**src/rtl/eep_rd_pkg.sv**
```systemverilog
package eep_rd_pkg;

   typedef struct packed {
      logic ce_n;
      logic oe_n;
      logic we_n;
   } rd_ctl_t;

   localparam rd_ctl_t CTL_IDLE = '{ce_n: 1'b1, oe_n: 1'b1, we_n: 1'b1};

   function automatic logic ctl_is_read(input rd_ctl_t c);
      return (!c.ce_n) && (!c.oe_n) && c.we_n;
   endfunction

endpackage

```
**src/rtl/eep_rd_ctl_pipe.sv**
```systemverilog
module eep_rd_ctl_pipe
   import eep_rd_pkg::*;
#(
   parameter int IN_STAGES = 1
) (
   input  logic clk,
   input  logic rst_n,
   input  logic ce_n,
   input  logic oe_n,
   input  logic we_n,
   output logic rd_act,
   output logic rd_start
);

   rd_ctl_t stg_q [IN_STAGES];
   logic    act_prev_q;

   generate
      for (genvar s = 0; s < IN_STAGES; s++) begin : g_stage
         if (s == 0) begin : g_first
            always_ff @(posedge clk or negedge rst_n) begin
               if (!rst_n) stg_q[s] <= CTL_IDLE;
               else        stg_q[s] <= '{ce_n: ce_n, oe_n: oe_n, we_n: we_n};
            end
         end else begin : g_next
            always_ff @(posedge clk or negedge rst_n) begin
               if (!rst_n) stg_q[s] <= CTL_IDLE;
               else        stg_q[s] <= stg_q[s-1];
            end
         end
      end
   endgenerate

   assign rd_act = ctl_is_read(stg_q[IN_STAGES-1]);

   always_ff @(posedge clk or negedge rst_n) begin
      if (!rst_n) act_prev_q <= 1'b0;
      else        act_prev_q <= rd_act;
   end

   assign rd_start = rd_act && !act_prev_q;

endmodule

```
**src/rtl/eep_rd_toggle.sv**
```systemverilog
module eep_rd_toggle (
   input  logic clk,
   input  logic rst_n,
   input  logic prog_start,
   input  logic busy,
   input  logic rd_start,
   output logic tgl_q,
   output logic tgl_nxt
);

   logic base;

   always_comb begin
      base    = prog_start ? 1'b0 : tgl_q;
      tgl_nxt = base ^ (busy && rd_start);
   end

   always_ff @(posedge clk or negedge rst_n) begin
      if (!rst_n) tgl_q <= 1'b0;
      else        tgl_q <= tgl_nxt;
   end

endmodule

```
**src/rtl/eep_rd_status_mux.sv**
```systemverilog
module eep_rd_status_mux #(
   parameter int DATA_W   = 8,
   parameter int POLL_BIT = 7,
   parameter int TGL_BIT  = 6
) (
   input  logic              busy,
   input  logic              tgl,
   input  logic [DATA_W-1:0] last_byte,
   input  logic [DATA_W-1:0] array_data,
   output logic [DATA_W-1:0] mux_data
);

   logic [DATA_W-1:0] status;

   generate
      for (genvar b = 0; b < DATA_W; b++) begin : g_bit
         if (b == POLL_BIT) begin : g_poll
            assign status[b] = ~last_byte[b];
         end else if (b == TGL_BIT) begin : g_tgl
            assign status[b] = tgl;
         end else begin : g_echo
            assign status[b] = last_byte[b];
         end
      end
   endgenerate

   assign mux_data = busy ? status : array_data;

endmodule

```
**src/rtl/eep_rd_out_stage.sv**
```systemverilog
module eep_rd_out_stage #(
   parameter int DATA_W  = 8,
   parameter bit OUT_REG = 1'b1
) (
   input  logic              clk,
   input  logic              rst_n,
   input  logic              drive_in,
   input  logic [DATA_W-1:0] data_in,
   output logic              drive_out,
   output logic [DATA_W-1:0] data_out
);

   logic [DATA_W-1:0] gated;

   assign gated = drive_in ? data_in : '0;

   generate
      if (OUT_REG) begin : g_reg
         always_ff @(posedge clk or negedge rst_n) begin
            if (!rst_n) begin
               drive_out <= 1'b0;
               data_out  <= '0;
            end else begin
               drive_out <= drive_in;
               data_out  <= gated;
            end
         end
      end else begin : g_comb
         assign drive_out = drive_in;
         assign data_out  = gated;
      end
   endgenerate

endmodule

```
**src/rtl/eep_status_read.sv**
```systemverilog
module eep_status_read #(
   parameter int DATA_W    = 8,
   parameter int POLL_BIT  = 7,
   parameter int TGL_BIT   = 6,
   parameter int IN_STAGES = 1,
   parameter bit OUT_REG   = 1'b1
) (
   input  logic              clk,
   input  logic              rst_n,
   input  logic              ce_n,
   input  logic              oe_n,
   input  logic              we_n,
   input  logic              busy,
   input  logic              prog_start,
   input  logic [DATA_W-1:0] last_byte,
   input  logic [DATA_W-1:0] array_data,
   output logic [DATA_W-1:0] rd_data,
   output logic              rd_drive
);

   localparam int LAT = IN_STAGES + (OUT_REG ? 1 : 0);

   generate
      if (POLL_BIT >= DATA_W || TGL_BIT >= DATA_W) begin : g_bad_pos
         $error("status bit position outside data width");
      end
      if (POLL_BIT == TGL_BIT) begin : g_bad_same
         $error("poll and toggle bits must differ");
      end
      if (IN_STAGES < 1) begin : g_bad_stages
         $error("at least one input stage is needed");
      end
   endgenerate

   logic              rd_act;
   logic              rd_start;
   logic              tgl_state;
   logic              tgl_nxt;
   logic [DATA_W-1:0] mux_data;

   eep_rd_ctl_pipe #(.IN_STAGES(IN_STAGES)) u_ctl (
      .clk      (clk),
      .rst_n    (rst_n),
      .ce_n     (ce_n),
      .oe_n     (oe_n),
      .we_n     (we_n),
      .rd_act   (rd_act),
      .rd_start (rd_start)
   );

   eep_rd_toggle u_tgl (
      .clk        (clk),
      .rst_n      (rst_n),
      .prog_start (prog_start),
      .busy       (busy),
      .rd_start   (rd_start),
      .tgl_q      (tgl_state),
      .tgl_nxt    (tgl_nxt)
   );

   eep_rd_status_mux #(
      .DATA_W   (DATA_W),
      .POLL_BIT (POLL_BIT),
      .TGL_BIT  (TGL_BIT)
   ) u_mux (
      .busy       (busy),
      .tgl        (tgl_nxt),
      .last_byte  (last_byte),
      .array_data (array_data),
      .mux_data   (mux_data)
   );

   eep_rd_out_stage #(
      .DATA_W  (DATA_W),
      .OUT_REG (OUT_REG)
   ) u_out (
      .clk       (clk),
      .rst_n     (rst_n),
      .drive_in  (rd_act),
      .data_in   (mux_data),
      .drive_out (rd_drive),
      .data_out  (rd_data)
   );

endmodule

```
**config.mk**
```make
export PLATFORM = sky130hd
export DESIGN_NAME = eep_status_read
export DESIGN_NICKNAME = d
export VERILOG_FILES = /design/src/rtl/eep_rd_pkg.sv /design/src/rtl/eep_rd_ctl_pipe.sv /design/src/rtl/eep_rd_toggle.sv /design/src/rtl/eep_rd_status_mux.sv /design/src/rtl/eep_rd_out_stage.sv /design/src/rtl/eep_status_read.sv
export SDC_FILE = /design/constraint.sdc
export NUM_CORES = 1
export LEC_CHECK = 0
export BUFFER_PORTS_ARGS = -buffer_cell sky130_fd_sc_hd__buf_4
export CAP_MARGIN = 20
export CORE_AREA = 2 2 39 41
export CTS_BUF_LIST = sky130_fd_sc_hd__clkbuf_8
export CTS_CLUSTER_DIAMETER = 120
export CTS_CLUSTER_SIZE = 25
export DETAILED_ROUTE_END_ITERATION = 6
export DIE_AREA = 0 0 41 43
export PLACE_DENSITY = 0.86
export SLEW_MARGIN = 20
export SYNTH_ARGS = -nofsm -noshare
export SYNTH_HDL_FRONTEND = slang
export SYNTH_SLANG_ARGS = --single-unit
```
**constraint.sdc**
```tcl
create_clock -name clk -period 3.2 [get_ports clk]
set_clock_uncertainty 0.2 [all_clocks]
set_input_delay 0 -clock clk [delete_from_list [all_inputs] [get_ports clk]]
set_output_delay 0 -clock clk [all_outputs]
set_load 0.01 [all_outputs]
```
# [After elaboration in Yosys (flattened, before gate mapping)]
# Cells that the tools add are included.
[word_totals] regBits=13
[op_classes] mux=3 reduce_logical=7 bitwise_logic=2
[op_table] op="2-to-1 mux 8 bit" n=2
[op_table] op="logical AND 1 bit" n=4
[op_table] op="zero test 1 bit" n=3
[op_table] op="2-to-1 mux 1 bit" n=1
[op_table] op="NOT 1 bit" n=1
[op_table] op="bitwise XOR 1 bit" n=1

# [Depth between registers and ports, before layout]
# Gate-level depths: netlist of run 1.
[depth] depth_word=8 ltp_mapped=4

# [Modules after synthesis]
# From an unflattened synthesis of run 1, not the netlist that was laid out.
[hier_totals] hier_cells=37 hier_area_um2=583.1
[modules_own_cells] mod="eep_rd_out_stage" seq_area_each_um2=225.2 area_per_inst_um2=275.3 n_inst=1 cells_per_inst=17
[modules_own_cells] mod="eep_rd_status_mux" seq_area_each_um2=0.0 area_per_inst_um2=130.1 n_inst=1 cells_per_inst=10
[modules_own_cells] mod="eep_rd_ctl_pipe" seq_area_each_um2=103.8 area_per_inst_um2=126.4 n_inst=1 cells_per_inst=6
[modules_own_cells] mod="eep_rd_toggle" seq_area_each_um2=25.0 area_per_inst_um2=51.3 n_inst=1 cells_per_inst=4

# [Worst setup path before layout of run 1]
# Ideal clock, no wire load.
[synth_timing] path_type="reg-to-reg" start="register u_ctl.stg_q[0] in the netlist's numbering" end="register u_tgl.tgl_q" slack_ps=1718 required_time_ps=2925 stages_incl_launch_ff=5 arrival_time_ps=1206 n_path_buf=1 cell_sequence="dfstp_2 > or3b_1 > buf_6 > nor2_4 > xor2_2"
[synth_between] elab_chain_len=4
[synth_rtl] element="from (decl)" line_no="eep_rd_ctl_pipe.sv:15" rtl="rd_ctl_t stg_q [IN_STAGES];"
[synth_rtl] element="from (signal, indexed assignment)" line_no="eep_rd_ctl_pipe.sv:23" rtl="else stg_q[s] <= '{ce_n: ce_n, oe_n: oe_n, we_n: we_n};"
[synth_rtl] element="logical AND 1 bit" line_no="eep_rd_pkg.sv:12" rtl="return (!c.ce_n) && (!c.oe_n) && c.we_n;"
[synth_rtl] element="logical AND 1 bit" line_no="eep_rd_ctl_pipe.sv:41" rtl="assign rd_start = rd_act && !act_prev_q;"
[synth_rtl] element="logical AND 1 bit" line_no="eep_rd_toggle.sv:15" rtl="tgl_nxt = base ^ (busy && rd_start);"
[synth_rtl] element="bitwise XOR 1 bit" line_no="eep_rd_toggle.sv:15"
[synth_rtl] element="named net tgl_nxt" line_no="eep_status_read.sv:38" rtl="logic tgl_nxt;"
[synth_rtl] element="to (signal assigned)" line_no="eep_rd_toggle.sv:20" rtl="else tgl_q <= tgl_nxt;"
[synth_rtl] element="to (decl)" line_no="eep_rd_toggle.sv:7" rtl="output logic tgl_q,"
# The timed path passes the listed nets, and every way through them passes these cells.

# [Worst setup path in the final report of run 1]
[layout_timing] start="register u_ctl.stg_q[0] in the netlist's numbering" end="register u_out.data_out[7]"
[layout_between] elab_chain_len=2
[layout_rtl] element="logical AND 1 bit" line_no="eep_rd_pkg.sv:12"
[layout_rtl] element="2-to-1 mux 8 bit" line_no="eep_rd_out_stage.sv:15" rtl="assign gated = drive_in ? data_in : '0;"
[layout_rtl] element="named net u_out.gated[7]" line_no="eep_rd_out_stage.sv:13" rtl="logic [DATA_W-1:0] gated;"
[layout_rtl] element="to (signal assigned)" line_no="eep_rd_out_stage.sv:25" rtl="data_out <= gated;"
[layout_rtl] element="to (decl)" line_no="eep_rd_out_stage.sv:10" rtl="output logic [DATA_W-1:0] data_out"
# The timed path passes the listed nets, and every way through them passes these cells.

==> flow_summary.yaml, run 1 <==
floorplanning:
  initial_utilization: 0.378
  die_w_um: 41
  placement_rows: 14
  die_height_um: 43
  io-pin-count: 32
  die-area_sq_um: 1760
  core_sq_um: 1380
sta:
  drv_slew: 0
  setup_tns_ns: 0
  final-setup-viol-count: 0
  worst_pin_slew_ns: 0.448
  final_hold_viol_count: 0
  fmax_mhz: 450
  relSlewSlack: 0.701
  finalWorstSetupSlack_ns: 0.978
  period_share: 0.694
  rsz0062_at_grt: "no"
  period_minus_slack_ns: 2.22
cells_and_area:
  drive_above_1_share: 0.430
  nets: 117
  fill_cells: 106
  syn2layout_area_growth_pct: 94.0
  regArea_sq_um: 329
  antenna_cells: 0
  multi_input_area_sq_um: 171
cts:
  htree_levels: 1
  clock-sinks: 13
  cts_resized: 0
  insertion_delay_ns: 0.24
  cts_setup_buffers: 0
  cts_tree: "yes"
  clk_pin_slew_ns: 0.05
  root_buffer: "clkbuf_8"
  cts_inserted_buffers: 3
  ctsHoldBuffers: 22
  cts_buffer_depth: 2
yosys:
  ys_seq_elements: 13
  avgSynthCellArea_sq_um: 13.4
  synth_cells: 39
  async_reset_ff_frac: 1.00
  synth_top_area_share: 0.478
  synth_cell_types: 17
  synth.yosys.seq_area_share: 0.629
  synth-main-ff-cell: "dfrtp_1"
  yosys.area.top_type: "dfrtp_1"
  netlist_top_cells_area: "dfrtp_1 48%, dfstp_2 15%, mux2i_1 11%, nor2_1 5.0%, xor2_2 3.1%"
  synth_edf_count: 0
  yosys_warnings: 0
  syn_nets: 62
  synthesis.area_sq_um: 523
  synth_most_common_cell: "dfrtp_1"
  synth_common_cells: "10 x dfrtp_1, 7 x nor2_1, 6 x mux2i_1"
worst_hold_path:
  hold_depth: 4
  hp-start: "busy"
  worstHoldEndpoint: "u_tgl.tgl_q"
  holdCritPathClass: "input port to register"
global_route:
  grt_max_degree: 12
  grt.overflow.total: 0
  grt_pass1_vias: 517
  grt_pass1_wl_mm: 2.13
  antenna_found_initial: 0
  grt_usage: 0.184
power_and_ir_drop:
  irDropWorstVdd_uv: 266
  power-per-cell-area_nw_per_um2: 375
  leakagePower_uw: 0.000520
place:
  place_congestion: 0.571
  pre_cts_ws_ns: 1.54
  dp_hpwl_um: 826
  io_buffers: 30
drt:
  routed_wl_mm: 1.34
  ant_nets: 0
  wire_per_inst_um: 12.3
  route.detailed.drc: 0
  routed-via-count: 481
  via_per_inst: 4.41
  drtIter0Drc: 1
  first_pass_iters: 2
setup_path:
  r2r_end: "u_out.data_out[7]"
  path_class: "register to register"
  ff2ff_setup_slack_ns: 0.98
  cp.arrival_ns: 2.19
  rr_worst_depth: 3
  cp.required_ns: 3.17
  crit_path_end_kind: "register"
  worstPathCellList: "or3b_1 > a211oi_1 > dlygate4sd3_1"
  crit_slowest_cell: "dlygate4sd3_1"
  critPathLaunchType: "register"
  slowest_delay_ns: 0.59
  crit_fanout: 10
  r2r-start: "u_ctl.stg_q[0]"
  startpoint: "u_ctl.stg_q[0]"
status:
  status: "completed"
run:
  cap_violations: 0
## stage by stage
step                cell area (sq um)  power [uW]  utilization  std cells  hold WS [ns]
global route                     1010         403        0.733        109        0.0409
floorplan                         523         195            -         39        -0.496
detailed placement                749         224        0.542         83        -0.351
CTS                              1010         386        0.733        109        0.0369
finish                           1010         381        0.733        109        0.0381
global placement                  749         222        0.542         83        -0.353
## power breakdown
part	total [uW]	switching (uW)	internal (uW)
logic	71.0	23.5	47.5
registers	174	1.84	172
clock network	136	51.7	84.2
total	381	77.0	304
## sequential cells by signal, indices dropped and copies added (netlist names)
name	cells
u_ctl.stg_q	3
u_out.drive_out	1
u_out.data_out	8
u_tgl.tgl_q	1
## critical path, delay by kind of cell (launching register included)
| kind | cells | cell delay (ns) |
|---|---|---|
| flops | 1 | 0.51 |
| compound gates | 1 | 0.31 |
| simple gates | 1 | 0.54 |
| buf+inv | 1 | 0.59 |
## routing by layer
metal	up-vias	part of all wire	wire, um	global-route usage
met4	0	0.0030	4	0.0800
met5	-	0	0	0
met1	227	0.36	489	0.188
met2	20	0.56	756	0.322
li1	232	-	-	-
met3	2	0.069	93	0.0524
## final cells by class
cell class	count	share of cell area
multi-input cells	23	0.169
clock inverters	1	0.00370
inverters	1	0.00370
well taps	16	0.0197
repair buffers	52	0.439
flip-flops and latches	13	0.324
clock buffers	3	0.0407
## layout by cell type, fill, tap and decap left out
master,netlist,layout
mux2_2,1,1
inv_1,1,2
or3b_1,1,1
dfstp_2,3,3
nor2b_1,1,1
dlygate4sd3_1,0,22
nor2_1,7,7
xor2_2,1,1
nand2b_2,1,1
nor2_4,1,1
a211oi_1,1,1
mux2i_1,6,6
clkbuf_8,0,3
a21oi_1,1,1
nand2b_1,1,1
buf_4,1,30
nand2_1,1,1
dfrtp_1,10,10
## cell families (layout without fill, tap and decap cells)
family | after synthesis | count (layout) | synth area share
muxes | 7 | 7 | 0.136
DFF | 13 | 13 | 0.629
xor gates and xnor gates | 1 | 1 | 0.0311
AOI/OAI and AO/OA | 2 | 2 | 0.0239
buffers and inverters | 3 | 57 | 0.0431
and+or+nand+nor | 13 | 13 | 0.136
## worst max path at each step
stage,end,slack (ns)
floorplan,u_tgl.tgl_q,1.72
global placement,u_tgl.tgl_q,1.60
detailed placement,u_tgl.tgl_q,1.54
CTS,u_out.data_out[7],1.03
global route,u_out.data_out[7],0.94
finish,u_out.data_out[7],0.98
(Power assumes the default switching activity.)
==> inputs of run 2 (changes only) <==
==> constraint.sdc (replaced) <==
create_clock -name clk -period 2.3 [get_ports clk]
set_clock_uncertainty 0.2 [all_clocks]
set_input_delay 0 -clock clk [delete_from_list [all_inputs] [get_ports clk]]
set_output_delay 0 -clock clk [all_outputs]
set_load 0.01 [all_outputs]
==> flow_summary.yaml, run 2 (synthesized netlist as in run 1, its figures left out) <==
sta:
  rsz0062_at_grt: "no"
  fmax_mhz: 459
  period_share: 0.946
  final_hold_viol_count: 0
  drv_slew: 0
  worst_pin_slew_ns: 0.430
  period_minus_slack_ns: 2.18
  relSlewSlack: 0.712
  setup_tns_ns: 0
  final-setup-viol-count: 0
cts:
  cts_setup_buffers: 0
  clk_pin_slew_ns: 0.05
  cts_buffer_depth: 2
  htree_levels: 1
  ctsHoldBuffers: 22
  cts_tree: "yes"
  root_buffer: "clkbuf_8"
  clock-sinks: 13
  insertion_delay_ns: 0.24
  cts_resized: 0
  cts_inserted_buffers: 3
drt:
  via_per_inst: 4.36
  wire_per_inst_um: 12.2
  routed-via-count: 475
  route.detailed.drc: 0
  drtIter0Drc: 0
  first_pass_iters: 1
  ant_nets: 0
  routed_wl_mm: 1.34
floorplanning:
  placement_rows: 14
  initial_utilization: 0.378
  die-area_sq_um: 1760
  io-pin-count: 32
  core_sq_um: 1380
  die_w_um: 41
  die_height_um: 43
setup_path:
  crit_fanout: 10
  crit_path_end_kind: "register"
  path_class: "register to register"
  critPathLaunchType: "register"
  cp.required_ns: 2.28
  cp.arrival_ns: 2.16
  ff2ff_setup_slack_ns: 0.12
cells_and_area:
  final_common_cell: "buf_4"
  top_register: "u_out.data_out"
  top_regs: "u_out.data_out (8), u_ctl.stg_q (3)"
  drive_above_1_share: 0.430
  nets: 117
  fin_cells: 109
  final_cell_mix: "30 x buf_4, 22 x dlygate4sd3_1, 10 x dfrtp_1"
  syn2layout_area_growth_pct: 94.0
  antenna_cells: 0
  largest_reg_flops: 8
power_and_ir_drop:
  power.switching_uw: 115
  p_int_uw: 423
  seqPwrFrac: 0.450
  combPwrFrac: 0.183
  leakagePower_uw: 0.000520
  clock_power_share: 0.368
  irDropWorstVdd_uv: 291
  power-per-cell-area_nw_per_um2: 531
  switching_share: 0.214
global_route:
  antenna_found_initial: 0
  grt_pass1_wl_mm: 2.06
  grt_usage: 0.185
  grt.overflow.total: 0
  grt_pass1_vias: 490
  grt_max_degree: 12
run:
  cap_violations: 0
worst_hold_path:
  holdCritPathClass: "input port to register"
status:
  status: "completed"
place:
  io_buffers: 30
  placed_cells: 83
  dp_hpwl_um: 789
  place_congestion: 0.569
run 2: critical path, cell delays in order (launching register included):
cell	delay (ns)
dfstp_2	0.50
or3b_1	0.52
a211oi_1	0.30
dlygate4sd3_1	0.59
run 2: final timing paths:
| path | from | end | cells after the start |
|---|---|---|---|
| worst max-delay path | u_ctl.stg_q[0] | u_out.data_out[7] | 3 |
| worst min-delay path | busy | u_tgl.tgl_q | 4 |
| worst max register to register | u_ctl.stg_q[0] | u_out.data_out[7] | 3 |
| worst min register to register | u_out.drive_out | u_tgl.tgl_q | 3 |
| max in group asynchronous | rst_n | u_out.data_out[3] | 3 |
| min in group asynchronous | rst_n | u_ctl.stg_q[2] | 2 |
run 2: routing by layer:
metal,routed length (um),share of wire,track usage
met1,386,0.29,0.159
met3,101,0.076,0.0366
met2,816,0.61,0.350
met4,31,0.023,0.100
met5,0,0,0
run 2: stage by stage:
step           area (sq um)  hold slack (ns)  power (uW)  utilization  setup slack, ns
3_5_place_dp            749           -0.352         311        0.542            0.691
4_1_cts                1010          0.00842         544        0.733            0.157
6_report               1010          0.00507         539        0.733            0.123
3_3_place_gp            749           -0.354         309        0.542            0.703
2_1_floorplan           523           -0.496         271            -            0.818
5_1_grt                1010           0.0364         567        0.733           0.0765
run 2: layout make-up:
cell class | count | area, sq um
clock buffers | 3 | 41.3
repair buffers | 52 | 445
flip-flops and latches | 13 | 329
well taps | 16 | 20.0
fillers | 90 | 369
clock inverters | 1 | 3.75
multi-input cells | 23 | 171
inverters | 1 | 3.75
run 2: power groups by stage:
stage / clock, uW / combinational, uW / sequential [uW]
after floorplan: 0 / 23.0 / 248
after global placement: 0 / 63.7 / 245
after detailed placement: 0 / 65.5 / 246
after CTS: 204 / 97.8 / 242
after global routing: 217 / 107 / 243
final: 198 / 98.3 / 242
==> inputs of run 3 (changes only) <==
--- a/config.mk
+++ b/config.mk
@@ -7,14 +7,15 @@
 export LEC_CHECK = 0
 export BUFFER_PORTS_ARGS = -buffer_cell sky130_fd_sc_hd__buf_4
 export CAP_MARGIN = 20
-export CORE_AREA = 2 2 39 41
+export CORE_UTILIZATION = 44
 export CTS_BUF_LIST = sky130_fd_sc_hd__clkbuf_8
 export CTS_CLUSTER_DIAMETER = 120
 export CTS_CLUSTER_SIZE = 25
 export DETAILED_ROUTE_END_ITERATION = 6
-export DIE_AREA = 0 0 41 43
-export PLACE_DENSITY = 0.86
+export PLACE_DENSITY = 0.91
+export SETUP_SLACK_MARGIN = 0.3
 export SLEW_MARGIN = 20
 export SYNTH_ARGS = -nofsm -noshare
 export SYNTH_HDL_FRONTEND = slang
+export SYNTH_HIERARCHICAL = 1
 export SYNTH_SLANG_ARGS = --single-unit
==> flow_summary.yaml, run 3 <==
global_route:
  grt_pass1_vias: 633
  grt_pass1_wl_mm: 2.77
  grt_max_degree: 12
  antenna_found_initial: 0
  grt.overflow.total: 0
  grt_usage: 0.305
yosys:
  synth-xor-area-share: 0.0150
  synth_cells: 37
  synth_mux_area_frac: 0.197
  synthAdderAreaFrac: 0
  ys_seq_elements: 14
  synth_most_common_cell: "dfrtp_1"
  synth_common_cells: "11 x dfrtp_1, 8 x and2_1, 7 x mux2_4"
  synth_top_family_by_area: "multiplexers"
  synth_top_area_share: 0.472
  avgSynthCellArea_sq_um: 15.8
  synth_compound_area_frac: 0
  synthSimpleGateAreaFrac: 0.155
  yosys.area.top_type: "dfrtp_1"
  syn_nets: 60
  synth_cell_types: 12
  synth.yosys.seq_area_share: 0.607
  async_reset_ff_frac: 1.00
  synth-main-ff-cell: "dfrtp_1"
  synthesis.area_sq_um: 583
  synth_edf_count: 0
  netlist_top_cells_area: "dfrtp_1 47%, mux2_4 18%, dfstp_2 14%, and2_1 8.6%, nor4b_2 2.6%"
  yosys_warnings: 6
cells_and_area:
  largest_reg_flops: 8
  drive_above_1_share: 0.505
  multi_input_area_sq_um: 214
  top_register: "u_out/data_out"
  final_cell_mix: "31 x buf_4, 22 x dlygate4sd3_1, 11 x dfrtp_1"
  utilization: 0.937
  regArea_sq_um: 354
  syn2layout_area_growth_pct: 88.2
  fill_cells: 36
  final_common_cell: "buf_4"
  top_regs: "u_out/data_out (8), u_ctl/stg_q (3)"
  antenna_cells: 0
  nets: 117
setup_path:
  crit_slowest_cell: "dlygate4sd3_1"
  ff2ff_setup_slack_ns: 0.40
  crit_path_end_kind: "register"
  cp.arrival_ns: 1.88
  slowest_delay_ns: 0.59
  path_class: "register to register"
  critPathLaunchType: "register"
  crit_fanout: 2
  cp.required_ns: 2.28
  worstPathCellList: "nor4b_2 > nand2_1 > xnor2_1 > dlygate4sd3_1"
place:
  io_buffers: 30
  place_congestion: 0.585
floorplanning:
  die-area_sq_um: 1470
  placement_rows: 12
  die_w_um: 38.4
  core_sq_um: 1170
  initial_utilization: 0.498
  die_height_um: 38.4
  io-pin-count: 32
power_and_ir_drop:
  leakagePower_uw: 0.000562
  power-per-cell-area_nw_per_um2: 561
  irDropWorstVdd_uv: 455
cts:
  cts_resized: 0
  cts_tree: "yes"
  clock-sinks: 14
  root_buffer: "clkbuf_8"
  insertion_delay_ns: 0.25
  clk_pin_slew_ns: 0.06
  cts_buffer_depth: 2
  htree_levels: 1
  ctsHoldBuffers: 22
  cts_inserted_buffers: 3
  cts_setup_buffers: 0
sta:
  period_minus_slack_ns: 1.90
  rsz0062_at_grt: "no"
  setup_tns_ns: 0
  fmax_mhz: 527
  final_hold_viol_count: 0
  drv_slew: 0
  relSlewSlack: 0.657
  period_share: 0.825
  worst_pin_slew_ns: 0.512
  final-setup-viol-count: 0
worst_hold_path:
  holdCritPathClass: "input port to asynchronous set/reset pin"
drt:
  via_per_inst: 4.84
  first_pass_iters: 4
  drtIter0Drc: 10
  route.detailed.drc: 0
  wire_per_inst_um: 17.5
  routed_wl_mm: 1.87
  ant_nets: 0
  routed-via-count: 518
status:
  status: "completed"
run:
  cap_violations: 0
-- run 3: path summary, 6_finish.rpt --
kind / from / end / depth (start not counted)
hold reg to reg: u_ctl/stg_q[0] / u_out/drive_out / 2
setup / recovery: u_ctl/stg_q[0] / u_tgl/tgl_q / 4
setup reg to reg: u_ctl/stg_q[0] / u_tgl/tgl_q / 4
min in group clk: busy / u_out/data_out[6] / 3
max in group asynchronous: rst_n / u_out/data_out[6] / 3
hold / removal: rst_n / u_ctl/stg_q[2] / 2
-- run 3: metrics by stage --
| stage | setup slack (ns) | hold slack, ns | total power [uW] | instances | area [sq um] |
|---|---|---|---|---|---|
| after floorplan | 0.715 | -0.496 | 296 | 37 | 583 |
| after global placement | 0.675 | -0.349 | 336 | 81 | 822 |
| after detailed placement | 0.639 | -0.343 | 338 | 81 | 822 |
| after CTS | 0.446 | 0.0481 | 614 | 107 | 1100 |
| after global routing | 0.336 | 0.0765 | 641 | 107 | 1100 |
| final | 0.402 | 0.0775 | 615 | 107 | 1100 |
-- run 3: kinds of logic (layout without fill, tap and decap cells) --
family,count (synthesis),after routing
xor gates and xnor gates,1,1
and+or+nand+nor,12,12
DFF,14,14
buffers and inverters,2,58
muxes,8,8
-- run 3: area by class of cell --
type,instances,share of cell area
well taps,14,0.0160
inverters,1,0.00342
flip-flops and latches,14,0.323
repair buffers,53,0.413
multi-input cells,21,0.195
clock buffers,4,0.0502
-- run 3: worst max-delay path, delay by kind of cell, from the launching register on --
family                    cells  cell delay, ns
DFF                           1            0.53
buffers and inverters         1            0.59
xor gates and xnor gates      1            0.24
and+or+nand+nor               2            0.27
-- run 3: report_power, final --
| group | internal [uW] | total, uW | leakage (uW) | switching [uW] |
|---|---|---|---|---|
| registers | 258 | 262 | 0.000182 | 4.15 |
| clock network | 152 | 241 | 0.0000288 | 89.0 |
| logic | 77.6 | 113 | 0.000351 | 35.2 |
| total | 487 | 615 | 0.000562 | 128 |
-- run 3: layer usage --
metal / GRT usage / up-vias / share of wire
met3: 0.151 / 8 / 0.079
met1: 0.241 / 241 / 0.33
met4: 0.181 / 0 / 0.050
met5: 0 / - / 0
li1: - / 236 / -
met2: 0.576 / 33 / 0.54
